File: config.mk
export PLATFORM = sky130hd
export DESIGN_NAME = eoi_storm_throttle
export DESIGN_NICKNAME = d
export VERILOG_FILES = /design/src/rtl/eoi_throttle_pkg.sv /design/src/rtl/eoi_throttle_dp.sv /design/src/rtl/eoi_throttle_ctrl.sv /design/src/rtl/eoi_storm_throttle.sv
export SDC_FILE = /design/constraint.sdc
export NUM_CORES = 1
export LEC_CHECK = 0
export ABC_AREA = 1
export BUFFER_PORTS_ARGS = -buffer_cell sky130_fd_sc_hd__clkbuf_2
export CORE_AREA = 2 2 327 329
export DETAILED_ROUTE_END_ITERATION = 8
export DIE_AREA = 0 0 329 331
export GPL_ROUTABILITY_DRIVEN = 0
export HOLD_SLACK_MARGIN = 0.06
export PLACE_DENSITY_LB_ADDON = 0.12
export RECOVER_POWER = 100
export SKIP_LAST_GASP = 1
export SLEW_MARGIN = 20
export SYNTH_ARGS = -nofsm -noshare
export SYNTH_HDL_FRONTEND = slang
export SYNTH_SLANG_ARGS = --single-unit
File: constraint.sdc
create_clock -name clk -period 4.1 [get_ports clk]
set_input_delay 0.615 -clock clk [delete_from_list [all_inputs] [get_ports clk]]
set_output_delay 0.615 -clock clk [all_outputs]
set_load 0.05 [all_outputs]
File: src/rtl/eoi_throttle_pkg.sv
package eoi_throttle_pkg;
  // strobes from the control to the datapath for the pin being visited
  typedef struct packed {
    logic bump;   // count one more immediate re-delivery
    logic zero;   // return the counter to zero
  } eoiStrobe_t;
endpackage

File: src/rtl/eoi_throttle_dp.sv
module eoi_throttle_dp
  import eoi_throttle_pkg::*;
#(
  parameter int NUM_PINS    = 24,
  parameter int VEC_W       = 8,
  parameter int STORM_LIMIT = 10000,
  parameter logic [7:0] EXPLICIT_VER = 8'h20
) (
  input  logic                      clk,
  input  logic                      rstN,
  input  logic                      eoiValid,
  input  logic                      eoiFromReg,
  input  logic [VEC_W-1:0]          eoiVector,
  input  logic [7:0]                hwVersion,
  input  logic [NUM_PINS*VEC_W-1:0] entVector,
  input  logic [NUM_PINS-1:0]       entLevel,
  input  logic [NUM_PINS-1:0]       entMask,
  input  logic [NUM_PINS-1:0]       entRemoteIrr,
  input  logic [NUM_PINS-1:0]       pending,
  input  logic [NUM_PINS-1:0]       entryWrite,
  input  eoiStrobe_t                strobe,
  output logic                      pickValid,
  output logic                      pickMasked,
  output logic                      pickPending,
  output logic                      pickStorm,
  output logic [NUM_PINS-1:0]       remoteIrrClr,
  output logic [NUM_PINS-1:0]       workSet
);
  localparam int IDX_W = (NUM_PINS > 1) ? $clog2(NUM_PINS) : 1;
  localparam int CNT_W = $clog2(STORM_LIMIT + 1);
  localparam logic [CNT_W-1:0] LAST_CNT = CNT_W'(STORM_LIMIT - 1);

  logic                accept;
  logic [NUM_PINS-1:0] matchVec;
  logic [NUM_PINS-1:0] pickOneHot;
  logic [IDX_W-1:0]    pickIdx;
  logic [NUM_PINS-1:0][CNT_W-1:0] cntArr;

  assign accept = eoiValid && (!eoiFromReg || hwVersion == EXPLICIT_VER);

  for (genvar g = 0; g < NUM_PINS; g++) begin : g_match
    assign matchVec[g] = accept && entLevel[g] && entRemoteIrr[g] &&
                         (entVector[g*VEC_W +: VEC_W] == eoiVector);
  end

  // lowest pin still to be visited
  assign pickOneHot = workSet & (~workSet + NUM_PINS'(1));

  always_comb begin
    pickIdx = '0;
    for (int i = NUM_PINS - 1; i >= 0; i--) begin
      if (workSet[i]) pickIdx = IDX_W'(i);
    end
  end

  assign pickValid    = |workSet;
  assign pickMasked   = entMask[pickIdx];
  assign pickPending  = pending[pickIdx];
  assign pickStorm    = cntArr[pickIdx] >= LAST_CNT;
  assign remoteIrrClr = pickOneHot;

  always_ff @(posedge clk) begin
    if (!rstN) begin
      workSet <= '0;
    end else begin
      workSet <= (workSet | matchVec) & ~pickOneHot;
    end
  end

  always_ff @(posedge clk) begin
    if (!rstN) begin
      cntArr <= '0;
    end else begin
      for (int i = 0; i < NUM_PINS; i++) begin
        if (entryWrite[i]) begin
          cntArr[i] <= '0;
        end else if (pickOneHot[i] && strobe.zero) begin
          cntArr[i] <= '0;
        end else if (pickOneHot[i] && strobe.bump) begin
          cntArr[i] <= cntArr[i] + CNT_W'(1);
        end
      end
    end
  end
endmodule

File: src/rtl/eoi_throttle_ctrl.sv
module eoi_throttle_ctrl
  import eoi_throttle_pkg::*;
#(
  parameter int DELAY_CYCLES = 2000000
) (
  input  logic       clk,
  input  logic       rstN,
  input  logic       pickValid,
  input  logic       pickMasked,
  input  logic       pickPending,
  input  logic       pickStorm,
  output eoiStrobe_t strobe,
  output logic       serviceReq,
  output logic       timerRunning
);
  localparam int TMR_W = $clog2(DELAY_CYCLES + 1);

  logic             live;
  logic             arm;
  logic             expire;
  logic [TMR_W-1:0] timerLeft;

  assign live        = pickValid && !pickMasked && pickPending;
  assign strobe.bump = live && !pickStorm;
  assign strobe.zero = pickValid && !(live && !pickStorm);
  assign arm         = live && pickStorm;
  assign expire      = timerRunning && (timerLeft == TMR_W'(1));

  always_ff @(posedge clk) begin
    if (!rstN) begin
      timerRunning <= 1'b0;
      timerLeft    <= '0;
    end else if (timerRunning) begin
      // a running deadline is always the earlier one: a new arm is dropped
      if (expire) timerRunning <= 1'b0;
      else        timerLeft    <= timerLeft - TMR_W'(1);
    end else if (arm) begin
      timerRunning <= 1'b1;
      timerLeft    <= TMR_W'(DELAY_CYCLES);
    end
  end

  always_ff @(posedge clk) begin
    if (!rstN) serviceReq <= 1'b0;
    else       serviceReq <= strobe.bump || expire;
  end
endmodule

File: src/rtl/eoi_storm_throttle.sv
module eoi_storm_throttle
  import eoi_throttle_pkg::*;
#(
  parameter int NUM_PINS     = 24,
  parameter int VEC_W        = 8,
  parameter int STORM_LIMIT  = 10000,
  parameter int DELAY_CYCLES = 2000000,
  parameter logic [7:0] EXPLICIT_VER = 8'h20
) (
  input  logic                      clk,
  input  logic                      rstN,
  input  logic                      eoiValid,
  input  logic                      eoiFromReg,
  input  logic [VEC_W-1:0]          eoiVector,
  input  logic [7:0]                hwVersion,
  input  logic [NUM_PINS*VEC_W-1:0] entVector,
  input  logic [NUM_PINS-1:0]       entLevel,
  input  logic [NUM_PINS-1:0]       entMask,
  input  logic [NUM_PINS-1:0]       entRemoteIrr,
  input  logic [NUM_PINS-1:0]       pending,
  input  logic [NUM_PINS-1:0]       entryWrite,
  output logic [NUM_PINS-1:0]       remoteIrrClr,
  output logic                      serviceReq
);
  eoiStrobe_t          strobe;
  logic                pickValid;
  logic                pickMasked;
  logic                pickPending;
  logic                pickStorm;
  logic                timerRunning;
  logic [NUM_PINS-1:0] workSet;

  eoi_throttle_dp #(
    .NUM_PINS(NUM_PINS), .VEC_W(VEC_W),
    .STORM_LIMIT(STORM_LIMIT), .EXPLICIT_VER(EXPLICIT_VER)
  ) u_dp (
    .clk(clk), .rstN(rstN),
    .eoiValid(eoiValid), .eoiFromReg(eoiFromReg), .eoiVector(eoiVector),
    .hwVersion(hwVersion), .entVector(entVector), .entLevel(entLevel),
    .entMask(entMask), .entRemoteIrr(entRemoteIrr), .pending(pending),
    .entryWrite(entryWrite), .strobe(strobe),
    .pickValid(pickValid), .pickMasked(pickMasked), .pickPending(pickPending),
    .pickStorm(pickStorm), .remoteIrrClr(remoteIrrClr), .workSet(workSet)
  );

  eoi_throttle_ctrl #(.DELAY_CYCLES(DELAY_CYCLES)) u_ctrl (
    .clk(clk), .rstN(rstN),
    .pickValid(pickValid), .pickMasked(pickMasked), .pickPending(pickPending),
    .pickStorm(pickStorm), .strobe(strobe), .serviceReq(serviceReq),
    .timerRunning(timerRunning)
  );
endmodule

# After elaboration in Yosys (flattened, before gate mapping)
# Cells that the tools add are included.
# W data, S select, Z words.
# op_classes
addsub,26
n_lt_le_gt_ge,2
n_eq_ne,27
mux,36
bitwise_logic,6
reduce_logical,160
# op_table
op,n
$add A14 B1 Y14 const B,24
$eq A8 B8 Y1,24
$logic_and A1 B1 Y1,127
$mux W5,24
$reduce_or A3 Y1,24
$bmux W14 S5,1
$mux W21,3
$and A24 B24 Y24,2
$not A24 Y24,2
$add A24 B1 Y24 const B,1
$or A24 B24 Y24,1
$reduce_or A24 Y1,1
$eq A21 B1 Y1 const B,1
$sub A21 B1 Y21 const B,1
$ge A14 B14 Y1 const B,1
$mux W14,1
$bmux W1 S5,2
$eq A8 B6 Y1 const B,1
$lt A5 B6 Y1 const B,1
$mux W1,5
$logic_not A1 Y1,4
$logic_or A1 B1 Y1,2
$ne A2 B2 Y1 const B,1
$reduce_and A2 Y1,1
other kinds (2),2
# totals
register_bits,383
in_bits,332
wordCells,285

# Longest topological paths before layout
# depth
depth_word,34
depth_mapped,40
ltp_nobuf,38

# By module
# From an unflattened synthesis, not the netlist that was laid out.
# unflattened
hier_cells,3550
hier_area_um2,23069.6
# by_module_without_submodules
module,n_inst,cells_each,area_per_inst_um2
eoi_throttle_dp,1,3311,21610.7
eoi_throttle_ctrl,1,239,1458.9

# Worst setup path before layout
# OpenSTA, ideal clock, no wires.
# synth_timing
path_type,flip-flop to flip-flop
from,reg u_dp.workSet[1]
to,reg u_dp.cntArr[293] in the netlist's numbering
arrival_time_ns,3.577
path_slack_ns,0.406
path_stages_with_launch,22
synth_period_minus_slack_ns,3.694
cell_sequence,dfxtp_1 -> inv_1 -> nor2_1 -> clkinv_1 -> nand2_1 -> buf_4 -> buf_4 -> nand2_1 -> nand3_1 -> nand2_1 -> nand3b_1 -> nand3_1 -> nand2_1 -> nor2_1 -> nand3_1 -> nand3_2 -> buf_6 -> buf_6 -> nand3_1 -> nand2_1 -> buf_2 -> nor2_1
# synth_via
elab_chain_cells,12
word_cells_on_any_way,23
cone_classes,1 x add/sub; 1 x order compare; 8 x mux; 2 x bitwise; 11 x reduce/logical
# synth_lines
element,line_no,source
"start, declared",eoi_throttle_dp.sv:27,output logic [NUM_PINS-1:0] workSet
"start signal, assigned",eoi_throttle_dp.sv:66,workSet <= (workSet | matchVec) & ~pickOneHot;
branches (longest 12 deep; another with $ge A14 B14 Y1),--,
"end signal, assigned by index",eoi_throttle_dp.sv:80,cntArr[i] <= cntArr[i] + CNT_W'(1);
"end, declared",eoi_throttle_dp.sv:37,logic [NUM_PINS-1:0][CNT_W-1:0] cntArr;
# Several ways; the timed one is not identified. The select of a mux whose other input is x is not followed.
# A chain may end at the register's enable or synchronous reset.

# Worst setup path in the final report
# layout_timing
from,reg u_dp.workSet[22]
to,reg u_dp.cntArr[163] in the netlist's numbering
# layout_via
elab_chain_cells,33
word_cells_on_any_way,41
cone_classes,1 x order compare; 29 x mux; 11 x reduce/logical
# layout_lines
element
branches (longest 33 deep; another with $mux W5)
# Several ways; the timed one is not identified. The select of a mux whose other input is x is not followed.

==> metrics.cfg <==
[run_status]
status=completed

[min_path]
hold_class=input port to register
min_from=entVector[7]

[pwr]
p_per_area_nw_per_um2=263
totalPowerFinal_mw=8.91
leakage_nw=12.6
worst_ir_drop_vdd_mv=0.462

[yosys]
yosysTopAreaCell=dfxtp_1
netlist_instances=4175
synth-seq-cells=383
synth-edff-count=0
yosys_warnings=0
syn_avg_cell_area_um2=6.25
synthMostInstantiatedCell=nand2_1
yosys-top-cells-area=dfxtp_1 (29%), nand2_1 (17%), xor2_1 (8.4%), a21oi_1 (7.2%), inv_1 (6.2%)
synthesis.nets=4533
yosys-top-cells-count=nand2_1 (1202), inv_1 (433), dfxtp_1 (383)
yosysTopAreaCellShare_pct=29.4
netlist_area_um2=26100
async_reset_ff_share_pct=0
yosysSeqAreaShare_pct=29.4
ys_dominant_reg_cell=dfxtp_1
ys_types=47

[critical_path]
cp.arrival_ns=4.53
cp_max_fo=7
start_kind=register
cp_num_cells=37
cp.buffers_inverters=8
crit_end=u_dp.cntArr[163]
rr_worst_depth=37
end_kind=register
cp_common_cell=nand2_1
critical_path_class=register to register
reg2reg_to=u_dp.cntArr[163]
r2r_start=u_dp.workSet[22]
cp_slowest_cell=dfxtp_2
max_stage_delay_ns=0.33
path_delay_family=simple AND/OR/NAND/NOR gates
crit_path_start=u_dp.workSet[22]
rrSetupSlack_ns=0.11
required_ns=4.65

[sta]
finClkSkew_ns=0.0304
period_minus_slack_ns=3.99
final-setup-viol-count=0
tightest_slew_ns=1.08
relSlewSlack_pct=27.7
slew_violations=0
tns_ns=0
fmax_ghz=0.251
post-route-period-util_pct=97.2
hold_violations=0
rsz0062_at_grt=yes

[global_routing]
antenna_found_initial=3
use_met3_pct=3.06
grt_usage_pct=19.2
met1_usage_pct=27.0
grt_max_degree=44
busiest_layer=met2
grt_pass1_vias=27300
grt_pass1_wl_um=164000
use_met2_pct=30.7
grt_overflow_total=0

[clock_tree]
clock-sinks=383
numCtsBuffers=50
clkLatencyLatePin_ns=0.63
cts_buffer_depth=3
root_buffer=clkbuf_16
cts_tree=built
cts_htree_levels=2
path_clk_slew_ns=0.06

[routing]
routed_via_density=4.72
wl_um=111000
drcViolationCount=0
first_pass_iters=6
antenna_left=0
drt_iter0_drc=2011
vias=28700
post_drt_wl_per_cell_um=18.2

[placement]
post_dp_cell_area_um2=30900
portBuffers=356
dp_hpwl_um=82900

[finish]
final_cell_area_um2=33900
drive_above_1_share_pct=16.6
layout.nets=5009
multi_input_area_um2=16500
seq_area_um2=7670
n_fill_cell=11700
postLayoutCoreUtil_pct=32.3
area_delta_synth_final_pct=29.8

[floorplan]
coreArea_um2=105000
io_pins=357
dieArea_um2=109000
fp-row-count=119
fp.dieW_um=329
start_util_pct=24.9
die_h_um=331

[flow_run]
maxCapViolations=0

## cells by family after synthesis
kind of cell               count (synthesis)  share of synthesized area (%)
and+or+nand+nor                         2208                           35.9
buffers and inverters                    619                           9.47
AOI/OAI and AO/OA                        608                           12.9
DFF                                      383                           29.4
xor gates and xnor gates                 331                           11.1
adders and majority gates                 26                           1.25
## tightest hold or removal path: stages
cell      delay [ns]
clkbuf_2        0.09
a221oi_1        0.08
nand3_1         0.08
nor2_1          0.04
## state kept, by name, summed over array words and instances (netlist names)
register	count
u_ctrl.serviceReq	1
u_ctrl.timerLeft	21
u_ctrl.timerRunning	1
u_dp.cntArr	336
u_dp.workSet	24
## how the worst min path moves through the flow
stage	depth (start not counted)	endpoint	slack [ns]
detailed placement	2	u_dp.cntArr[97]	0.45
CTS	4	u_dp.workSet[19]	0.29
floorplan	2	u_dp.cntArr[13]	0.43
finish	4	u_dp.workSet[0]	0.33
global placement	2	u_dp.cntArr[97]	0.45
global route	4	u_dp.workSet[0]	0.32
## power by group
part	switching, mW	internal, mW	leakage, nW
clock network	1.82	2.65	0.790
logic	0.420	0.299	8.76
registers	0.000246	3.72	3.08
total	2.24	6.67	12.6
## cell usage in the layout (no fill, tap or decap), drive strengths merged, types with 5 or more instances in the layout
master  count
o31ai      15
a211oi     19
inv       440
nor3      130
o22ai      33
a22o        8
dfxtp     383
nand3     318
nand3b     22
o211ai     15
nor4       87
xor2      250
buf       225
clkbuf    456
or2         5
a221oi     19
o21ai     103
xnor2      81
nand4      59
clkinv      5
nor2      381
a21oi     377
ha         26
nand2    1203
## stage by stage
stage	setup WS [ns]	std cells	hold WS [ns]
floorplan	0.406	4175	0.431
global placement	-0.00480	5935	0.449
detailed placement	0.0441	5935	0.450
CTS	0.00278	6022	0.294
global route	-0.141	6078	0.318
finish	0.115	6078	0.326
## metal layers
layer,routed length [um],part of all wire (%)
met1,53100,48
met2,49400,45
met3,5820,5.3
met4,2430,2.2
met5,13,0.012
## final cells by class
cell class / instances / share of cell area, %
clock buffer: 79 / 4.37
tap: 1391 / 5.14
multi-input combinational: 3174 / 48.8
antenna: 1 / 0.00739
timing repair buffer: 602 / 13.8
inverter: 440 / 4.88
clock inverter: 8 / 0.395
sequential: 383 / 22.6
## timing repair
action,4_1_cts,5_1_grt
resized for setup,0,179
endpoints found under the setup margin,0,360
hold buffers,0,0
setup buffers,0,31
endpoints found under the hold margin,0,0
(Power assumes the default switching activity.)
